===== src/rtl/lpv_pkg.sv =====
`timescale 1ns/1ps
package lpv_pkg;

  typedef enum logic [2:0] {
    CAUSE_OK      = 3'd0,
    CAUSE_MISALIGN = 3'd1,
    CAUSE_WIDE    = 3'd2,
    CAUSE_SELF    = 3'd3,
    CAUSE_REV     = 3'd4,
    CAUSE_MEMERR  = 3'd5
  } cause_e;

  typedef enum logic [2:0] {
    ST_IDLE,
    ST_CHECK,
    ST_FETCH,
    ST_WAIT,
    ST_DONE
  } state_e;

  // strobes from control to datapath
  typedef struct packed {
    logic   capture;
    logic   setResult;
    cause_e code;
  } ctrl_s;

  // conditions from datapath to control
  typedef struct packed {
    logic sentinel;
    logic misaligned;
    logic tooWide;
    logic selfRef;
    logic revMatch;
  } flags_s;

endpackage


===== src/rtl/lpv_datapath.sv =====
`timescale 1ns/1ps
module lpv_datapath
  import lpv_pkg::*;
#(
  parameter int PTR_W      = 64,
  parameter int REV_W      = 32,
  parameter int PAW_W      = 8,
  parameter int ALIGN_BITS = 12,
  parameter int NARROW_W   = 32
) (
  input  logic             clk,
  input  logic             rstN,
  input  ctrl_s            ctrl,
  input  logic [PTR_W-1:0] linkPtr,
  input  logic [PTR_W-1:0] curPtr,
  input  logic [REV_W-1:0] revId,
  input  logic [PAW_W-1:0] paWidth,
  input  logic             wideMode,
  input  logic             inSmm,
  input  logic             entrySmm,
  input  logic [REV_W-1:0] memRspData,
  output flags_s           flags,
  output logic [PTR_W-1:0] memReqAddr,
  output logic             pass,
  output logic [2:0]       cause
);

  localparam int CLAMP_W = $clog2(PTR_W + 1);
  localparam logic [PTR_W-1:0] ALIGN_MASK  = ~({PTR_W{1'b1}} << ALIGN_BITS);
  localparam logic [PTR_W-1:0] NARROW_MASK = {PTR_W{1'b1}} << NARROW_W;

  logic [PTR_W-1:0]   ptrQ;
  logic [PTR_W-1:0]   curQ;
  logic [REV_W-1:0]   revQ;
  logic [CLAMP_W-1:0] paQ;
  logic               wideQ;
  logic               selfRuleQ;
  logic [CLAMP_W-1:0] paClamped;
  logic [PTR_W-1:0]   wideMask;
  logic [PTR_W-1:0]   rangeMask;
  logic               passQ;
  cause_e             causeQ;

  // width above the pointer size means every bit is in range
  always_comb begin
    if (paWidth > PAW_W'(PTR_W)) paClamped = CLAMP_W'(PTR_W);
    else                         paClamped = CLAMP_W'(paWidth);
  end

  always_ff @(posedge clk or negedge rstN) begin
    if (!rstN) begin
      ptrQ      <= '0;
      curQ      <= '0;
      revQ      <= '0;
      paQ       <= '0;
      wideQ     <= 1'b0;
      selfRuleQ <= 1'b0;
    end else if (ctrl.capture) begin
      ptrQ      <= linkPtr;
      curQ      <= curPtr;
      revQ      <= revId;
      paQ       <= paClamped;
      wideQ     <= wideMode;
      selfRuleQ <= !inSmm || entrySmm;
    end
  end

  // bits at or above the captured width are out of range
  for (genvar i = 0; i < PTR_W; i++) begin : g_mask
    assign wideMask[i] = (CLAMP_W'(i) >= paQ);
  end

  assign rangeMask = wideQ ? wideMask : NARROW_MASK;

  assign flags.sentinel   = &ptrQ;
  assign flags.misaligned = |(ptrQ & ALIGN_MASK);
  assign flags.tooWide    = |(ptrQ & rangeMask);
  assign flags.selfRef    = selfRuleQ && (ptrQ == curQ);
  assign flags.revMatch   = (memRspData == revQ);

  always_ff @(posedge clk or negedge rstN) begin
    if (!rstN) begin
      passQ  <= 1'b0;
      causeQ <= CAUSE_OK;
    end else if (ctrl.setResult) begin
      passQ  <= (ctrl.code == CAUSE_OK);
      causeQ <= ctrl.code;
    end
  end

  assign memReqAddr = ptrQ;
  assign pass       = passQ;
  assign cause      = causeQ;

endmodule


===== src/rtl/lpv_control.sv =====
`timescale 1ns/1ps
module lpv_control
  import lpv_pkg::*;
(
  input  logic   clk,
  input  logic   rstN,
  input  logic   start,
  input  flags_s flags,
  input  logic   memReqReady,
  input  logic   memRspValid,
  input  logic   memRspErr,
  output ctrl_s  ctrl,
  output logic   memReqValid,
  output logic   done,
  output logic   awaitRsp
);

  state_e stateQ, stateD;

  always_ff @(posedge clk or negedge rstN) begin
    if (!rstN) stateQ <= ST_IDLE;
    else       stateQ <= stateD;
  end

  always_comb begin
    stateD         = stateQ;
    ctrl.capture   = 1'b0;
    ctrl.setResult = 1'b0;
    ctrl.code      = CAUSE_OK;
    unique case (stateQ)
      ST_IDLE: begin
        if (start) begin
          ctrl.capture = 1'b1;
          stateD       = ST_CHECK;
        end
      end
      ST_CHECK: begin
        if (flags.sentinel) begin
          ctrl.setResult = 1'b1;
          ctrl.code      = CAUSE_OK;
          stateD         = ST_DONE;
        end else if (flags.misaligned) begin
          ctrl.setResult = 1'b1;
          ctrl.code      = CAUSE_MISALIGN;
          stateD         = ST_DONE;
        end else if (flags.tooWide) begin
          ctrl.setResult = 1'b1;
          ctrl.code      = CAUSE_WIDE;
          stateD         = ST_DONE;
        end else if (flags.selfRef) begin
          ctrl.setResult = 1'b1;
          ctrl.code      = CAUSE_SELF;
          stateD         = ST_DONE;
        end else begin
          stateD = ST_FETCH;
        end
      end
      ST_FETCH: begin
        if (memReqReady) stateD = ST_WAIT;
      end
      ST_WAIT: begin
        if (memRspValid) begin
          ctrl.setResult = 1'b1;
          if (memRspErr)           ctrl.code = CAUSE_MEMERR;
          else if (flags.revMatch) ctrl.code = CAUSE_OK;
          else                     ctrl.code = CAUSE_REV;
          stateD = ST_DONE;
        end
      end
      ST_DONE: stateD = ST_IDLE;
      default: stateD = ST_IDLE;
    endcase
  end

  assign memReqValid = (stateQ == ST_FETCH);
  assign done        = (stateQ == ST_DONE);
  assign awaitRsp    = (stateQ == ST_WAIT);

endmodule


===== src/rtl/link_ptr_validator.sv =====
`timescale 1ns/1ps
module link_ptr_validator
  import lpv_pkg::*;
#(
  parameter int PTR_W      = 64,
  parameter int REV_W      = 32,
  parameter int PAW_W      = 8,
  parameter int ALIGN_BITS = 12,
  parameter int NARROW_W   = 32
) (
  input  logic             clk,
  input  logic             rstN,
  input  logic             start,
  input  logic [PTR_W-1:0] linkPtr,
  input  logic [PTR_W-1:0] curPtr,
  input  logic [REV_W-1:0] revId,
  input  logic [PAW_W-1:0] paWidth,
  input  logic             wideMode,
  input  logic             inSmm,
  input  logic             entrySmm,
  output logic             memReqValid,
  input  logic             memReqReady,
  output logic [PTR_W-1:0] memReqAddr,
  input  logic             memRspValid,
  input  logic [REV_W-1:0] memRspData,
  input  logic             memRspErr,
  output logic             done,
  output logic             pass,
  output logic [2:0]       cause
);

  ctrl_s  ctrl;
  flags_s flags;
  logic   awaitRsp;

  lpv_control u_ctrl (
    .clk         (clk),
    .rstN        (rstN),
    .start       (start),
    .flags       (flags),
    .memReqReady (memReqReady),
    .memRspValid (memRspValid),
    .memRspErr   (memRspErr),
    .ctrl        (ctrl),
    .memReqValid (memReqValid),
    .done        (done),
    .awaitRsp    (awaitRsp)
  );

  lpv_datapath #(
    .PTR_W      (PTR_W),
    .REV_W      (REV_W),
    .PAW_W      (PAW_W),
    .ALIGN_BITS (ALIGN_BITS),
    .NARROW_W   (NARROW_W)
  ) u_dp (
    .clk        (clk),
    .rstN       (rstN),
    .ctrl       (ctrl),
    .linkPtr    (linkPtr),
    .curPtr     (curPtr),
    .revId      (revId),
    .paWidth    (paWidth),
    .wideMode   (wideMode),
    .inSmm      (inSmm),
    .entrySmm   (entrySmm),
    .memRspData (memRspData),
    .flags      (flags),
    .memReqAddr (memReqAddr),
    .pass       (pass),
    .cause      (cause)
  );

endmodule


===== config.mk =====
export PLATFORM = sky130hd
export DESIGN_NAME = link_ptr_validator
export DESIGN_NICKNAME = d
export VERILOG_FILES = /design/src/rtl/lpv_pkg.sv /design/src/rtl/lpv_datapath.sv /design/src/rtl/lpv_control.sv /design/src/rtl/link_ptr_validator.sv
export SDC_FILE = /design/constraint.sdc
export NUM_CORES = 1
export LEC_CHECK = 0
export CORE_MARGIN = 2
export CORE_UTILIZATION = 51
export DETAILED_ROUTE_END_ITERATION = 7
export HOLD_SLACK_MARGIN = 0.05
export PLACE_DENSITY = 0.86
export SLEW_MARGIN = 20
export SYNTH_ARGS = -nofsm -noshare
export SYNTH_HDL_FRONTEND = slang
export SYNTH_SLANG_ARGS = --single-unit

===== constraint.sdc =====
create_clock -name clk -period 4.25 [get_ports clk]
set_input_delay 1.275 -clock clk [delete_from_list [all_inputs] [get_ports clk]]
set_output_delay 1.275 -clock clk [all_outputs]
set_load 0.005 [all_outputs]

After elaboration in Yosys (flattened, before gate mapping). Index checks and enable logic that the tools add are counted.

Flip-flop bits (word level): 176. Bits of input ports: 209. Output and inout bits: 70. Logic and storage cells: 113.

$lt $le $gt $ge: 65. Equal/unequal tests: 9. Multiplexer cells: 20. Bitwise gates (word level): 1. Reduce and logical (&&, ||, !) cells: 9.

Operators with widths (number): 6-bit by 7-bit greater-or-equal comparator with 1-bit output (first input constant) (32); 5-bit by 7-bit greater-or-equal comparator with 1-bit output (first input constant) (16); 64-bit AND (1); 64-bit == test (1); 64-bit two-way mux (1); 64-bit AND reduction (1); 64-bit OR reduction (1); 4-bit by 7-bit greater-or-equal comparator with 1-bit output (first input constant) (8); 32-bit == test (1); 3-bit by 7-bit greater-or-equal comparator with 1-bit output (first input constant) (4); 3-bit two-way mux (9); 4-bit two-way mux (5); 1-bit by 7-bit greater-or-equal comparator with 1-bit output (first input constant) (2); 2-bit by 7-bit greater-or-equal comparator with 1-bit output (first input constant) (2); 3-bit one-hot mux with 4 select lines (1); 12-bit OR reduction (1); 8-bit by 7-bit > comparator with 1-bit output (second input constant) (1); 4-bit one-hot mux with 2 select lines (1); 7-bit two-way mux (1); 3-bit by 2-bit == test with 1-bit output (second input constant) (2); 3-bit zero test (2); 2-bit != test (second input constant) (2); 3-bit by 1-bit == test with 1-bit output (second input constant) (1); 3-bit == test (second input constant) (1); 6 further kinds (7).

Logic depth before layout (Yosys ltp).
Depth after elaboration: 9. Gate-level depth with buffers: 11.

Cells and area by module. A second synthesis with hierarchy kept.

Cells, all modules: 807. Area, all modules: 8871.0 um2.

Modules (own cells, without submodules): lpv_datapath (instances 1, cells an instance 778, area an instance 8638.3 um2, sequential area each 4329.2 um2); lpv_control (instances 1, cells an instance 29, area an instance 232.7 um2, sequential area each 75.1 um2).

Worst setup path after synthesis. OpenSTA, ideal clock, no wires.

Path type: input -> register. From: in start. To: reg u_dp.curQ[28]. Library setup time: 65 ps. Arrival time: 2449 ps. Slack: 1736 ps. Cell stages on the path: 6. Path buffers: 2. Cells stage by stage: nand2b_1 nor3_1 clkbuf_1 clkbuf_1 nand2_1 nand2_1.

Cells in the longest elaborated chain, start to end: 2.

RTL lines: start: declaration (line link_ptr_validator.sv:13) `input logic start,`; 1-bit two-way mux (line lpv_control.sv:32) `if (start) begin`; 1-bit two-way mux (line lpv_control.sv:30) `unique case (stateQ)`; end signal: assignment (line lpv_datapath.sv:60) `curQ <= curPtr;`; end: declaration (line lpv_datapath.sv:33) `logic [PTR_W-1:0] curQ;`.

Every way passes these cells. A chain may end at the register's enable or synchronous reset.

Worst setup path after layout.
From: reg u_dp.ptrQ[42] (netlist: u_dp.memReqAddr[42]). To: reg u_dp.causeQ[0] (netlist: u_dp.cause[0]).

Cells in the longest elaborated chain, start to end: 7.

RTL lines: start: declaration (line lpv_datapath.sv:32) `logic [PTR_W-1:0] ptrQ;`; start signal: assignment (line lpv_datapath.sv:59) `ptrQ <= linkPtr;`; 64-bit == test (line lpv_datapath.sv:78) `assign flags.selfRef = selfRuleQ && (ptrQ == curQ);`; 1-bit logical AND (line lpv_datapath.sv:78); 4-bit two-way mux (line lpv_control.sv:50) `end else if (flags.selfRef) begin`; 4-bit two-way mux (line lpv_control.sv:46) `end else if (flags.tooWide) begin`; 4-bit two-way mux (line lpv_control.sv:42) `end else if (flags.misaligned) begin`; 4-bit two-way mux (*) (line lpv_control.sv:38) `if (flags.sentinel) begin`; 4-bit one-hot mux with 2 select lines (*) (line lpv_control.sv:30); end signal: assignment (line lpv_datapath.sv:87) `causeQ <= ctrl.code;`; end: declaration (line lpv_datapath.sv:42) `cause_e causeQ;`.

Mark *: on every way between the ends. The rest lies on a longest branch, timed or not.

==> metrics.cfg <==
[sta]
fin_crit_sh = 0.780
period_needed_ns = 3.32
hold_viol_final = 0
finalSetupViolations = 0
rsz0062_at_grt = no
skew_ns = 0.0134
finalMaxSlewViolations = 0
tns_ns = 0
tightest_slew_ns = 0.965
timing.slew.headroom = 0.357
fmax_ghz = 0.302

[setup_path]
worst-path-max-fanout = 6
cp_slowest_cell = nor4_1
cp_cell_sequence = buf_4 > xor2_1 > nor4_1 > nand4_1 > nor4_1 > nand4_1 > and2_1 > a31o_2 > a21o_2
cp_data_required_time_ns = 4.57
worstPathArrival_ns = 3.64
start_kind = flop
critPathKind = reg -> reg
end_kind = flop
slowest_delay_ns = 0.71

[yosys]
ys_seq_area_frac = 0.488
synth-edff-count = 0
synth-async-reset-ratio = 1.00
yosysTopAreaCell = dfrtp_1
synth_top_cell_area_share = 0.488
ys_warn_count = 0
syn_inst = 1085
synthDistinctLibCells = 65
ys.flop_type = dfrtp_1
synth.avg_cell_area_um2 = 8.32
ys_seq_elements = 176
synth_nets = 1294
synth_area_leaders = dfrtp_1, nand2_1, xor2_1, xnor2_1, nand4_1
synth_area_um2 = 9020

[cts]
clkLatencyLatePin_ns = 0.44
cts_setup_buffers = 0
clk_path_buf_depth = 2
path_clk_slew_ns = 0.07
ctsHoldBuffers = 0
ctsResizeCount = 0
cts.sinks = 176
cts-root-buf = clkbuf_16
htreeDepth = 4
cts_buffers = 17
cts_tree = done

[drt]
remaining_drc_errors = 0
wl_per_cell_um = 20.1
wirelength_um = 31600
drtAntennaViolNets = 0
vias = 8871
drt-initial-drc-count = 938
via_per_inst = 5.64
drt-pass1-iter-count = 6

[global_routing]
grt_usage = 0.343
grt_antenna_before_repair = 1
grt_max_degree = 102
grt_pass1_wl_um = 48400
first_global_vias = 8923
grt_overflow_total = 0

[cells_and_area]
drive_above_1_share = 0.0445
fin_cells = 1574
final_common_cell = nand2_1
mostFrequentLayoutCells = nand2_1, clkdlybuf4s50_1, dfrtp_1, xor2_1, nand4_1
layout.nets = 1544
synthToLayoutAreaGrowth_pct = 38.7

[floorplanning]
die_x_um = 137
coreArea_um2 = 17300
rows = 48
initial_core_util = 0.522
ios = 279
die_h_um = 137
die_area_um2 = 18800

[pwr]
p_leak_nw = 5.76
power_density_nw_per_um2 = 474
ir_drop_mv = 0.288

[status]
status = completed

[flow_run]
drv_cap = 0

[placed_design]
placedCellCount = 1541
gp_congestion = 0.959
portBuffers = 278
hpwlAfterDp_um = 23300

[worst_hold_path]
hold_class = reg -> reg

-- synthesized netlist by cell type (3+ instances only) --
master and count:
and3_1 3, a22oi_1 3, nand2b_1 6, o21a_1 5, dfrtp_1 176, a21oi_1 15, xnor2_1 30, or4_1 3
nand3_1 10, o211ai_1 8, nand2_1 487, inv_1 18, nor4_1 23, nor3_1 8, xor2_1 59, a31oi_1 3
nor2_1 20, a221oi_1 5, o22ai_1 4, o31ai_1 3, a32o_1 4, buf_6 3, clkbuf_1 41, nand4_1 36
o221ai_1 4, nor3b_1 5, o21ai_0 35, nor4b_1 3, buf_2 9, buf_4 6, and2_1 5
-- path summary, 6_finish.rpt --
check                                                     start                        end  slack, ns  cells past startpoint
worst max-delay path            u_dp.memReqAddr[42]$_DFFE_PN0P_  u_dp.cause[0]$_DFFE_PN0P_       0.93                      9
worst min-delay path                  u_dp.curQ[19]$_DFFE_PN0P_  u_dp.curQ[19]$_DFFE_PN0P_       0.50                      2
worst max register to register  u_dp.memReqAddr[42]$_DFFE_PN0P_  u_dp.cause[0]$_DFFE_PN0P_       0.93                      9
worst min register to register        u_dp.curQ[19]$_DFFE_PN0P_  u_dp.curQ[19]$_DFFE_PN0P_       0.50                      2
max in group asynchronous                                  rstN  u_dp.curQ[26]$_DFFE_PN0P_       2.59                      2
min in group asynchronous                                  rstN  u_dp.curQ[14]$_DFFE_PN0P_       0.82                      1
-- power by group --
part	switching (mW)	internal, mW
combinational	0.841	0.937
clock	0.689	0.805
sequential	0.609	2.06
total	2.14	3.80
-- registers in the layout, summed over array words and instances (netlist names) --
register and flops:
u_dp.curQ 64, u_dp.paQ 7, u_dp.revQ 32, u_dp.cause 3, u_dp.pass 1, u_ctrl.stateQ 3
u_dp.memReqAddr 64, u_dp.selfRuleQ 1, u_dp.wideQ 1
-- per-layer routing --
metal / global-route usage / vias up / wire length, um
met5: 0 / - / 0
met4: 0.146 / 0 / 1150
met3: 0.0685 / 76 / 2670
met2: 0.558 / 463 / 15300
met1: 0.447 / 4233 / 12500
li1: - / 4099 / -
-- per-stage QoR --
| stage | hold slack [ns] | utilization | power, mW | cell area (um2) | worst slack, ns |
|---|---|---|---|---|---|
| floorplan | 0.462 | - | 3.41 | 9020 | 1.74 |
| global placement | 0.478 | 0.692 | 4.38 | 12000 | 0.829 |
| detailed placement | 0.483 | 0.692 | 4.43 | 12000 | 0.817 |
| CTS | 0.499 | 0.724 | 5.92 | 12500 | 1.01 |
| global route | 0.521 | 0.724 | 6.23 | 12500 | 0.951 |
| finish | 0.497 | 0.724 | 5.94 | 12500 | 0.934 |
-- layout make-up --
cell class | instances | area, um2
clock buffers | 23 | 478
clock inverters | 9 | 75.1
repair buffers | 290 | 2920
flip-flops and latches | 176 | 4400
inverters | 18 | 67.6
fillers | 1321 | 4780
multi-input cells | 832 | 4290
well taps | 225 | 282
diodes | 1 | 2.50
-- worst max-delay path: cells and delay by family (launching register included) --
family | cells | cell delay [ns]
flops | 1 | 0.36
buf+inv | 1 | 0.18
xor+xnor | 1 | 0.15
compound gates | 2 | 0.43
simple gates | 5 | 2.07
-- logic make-up (layout without fill, tap and decap cells) --
family / count (synthesis) / after routing / share of synthesized area
buffers and inverters: 77 / 340 / 0.0383
and+or+nand+nor: 627 / 627 / 0.298
AOI/OAI and AO/OA: 116 / 116 / 0.0893
other: 0 / 1 / 0
DFF: 176 / 176 / 0.488
xor gates and xnor gates: 89 / 89 / 0.0864
Power figures use the tool's default switching activity.
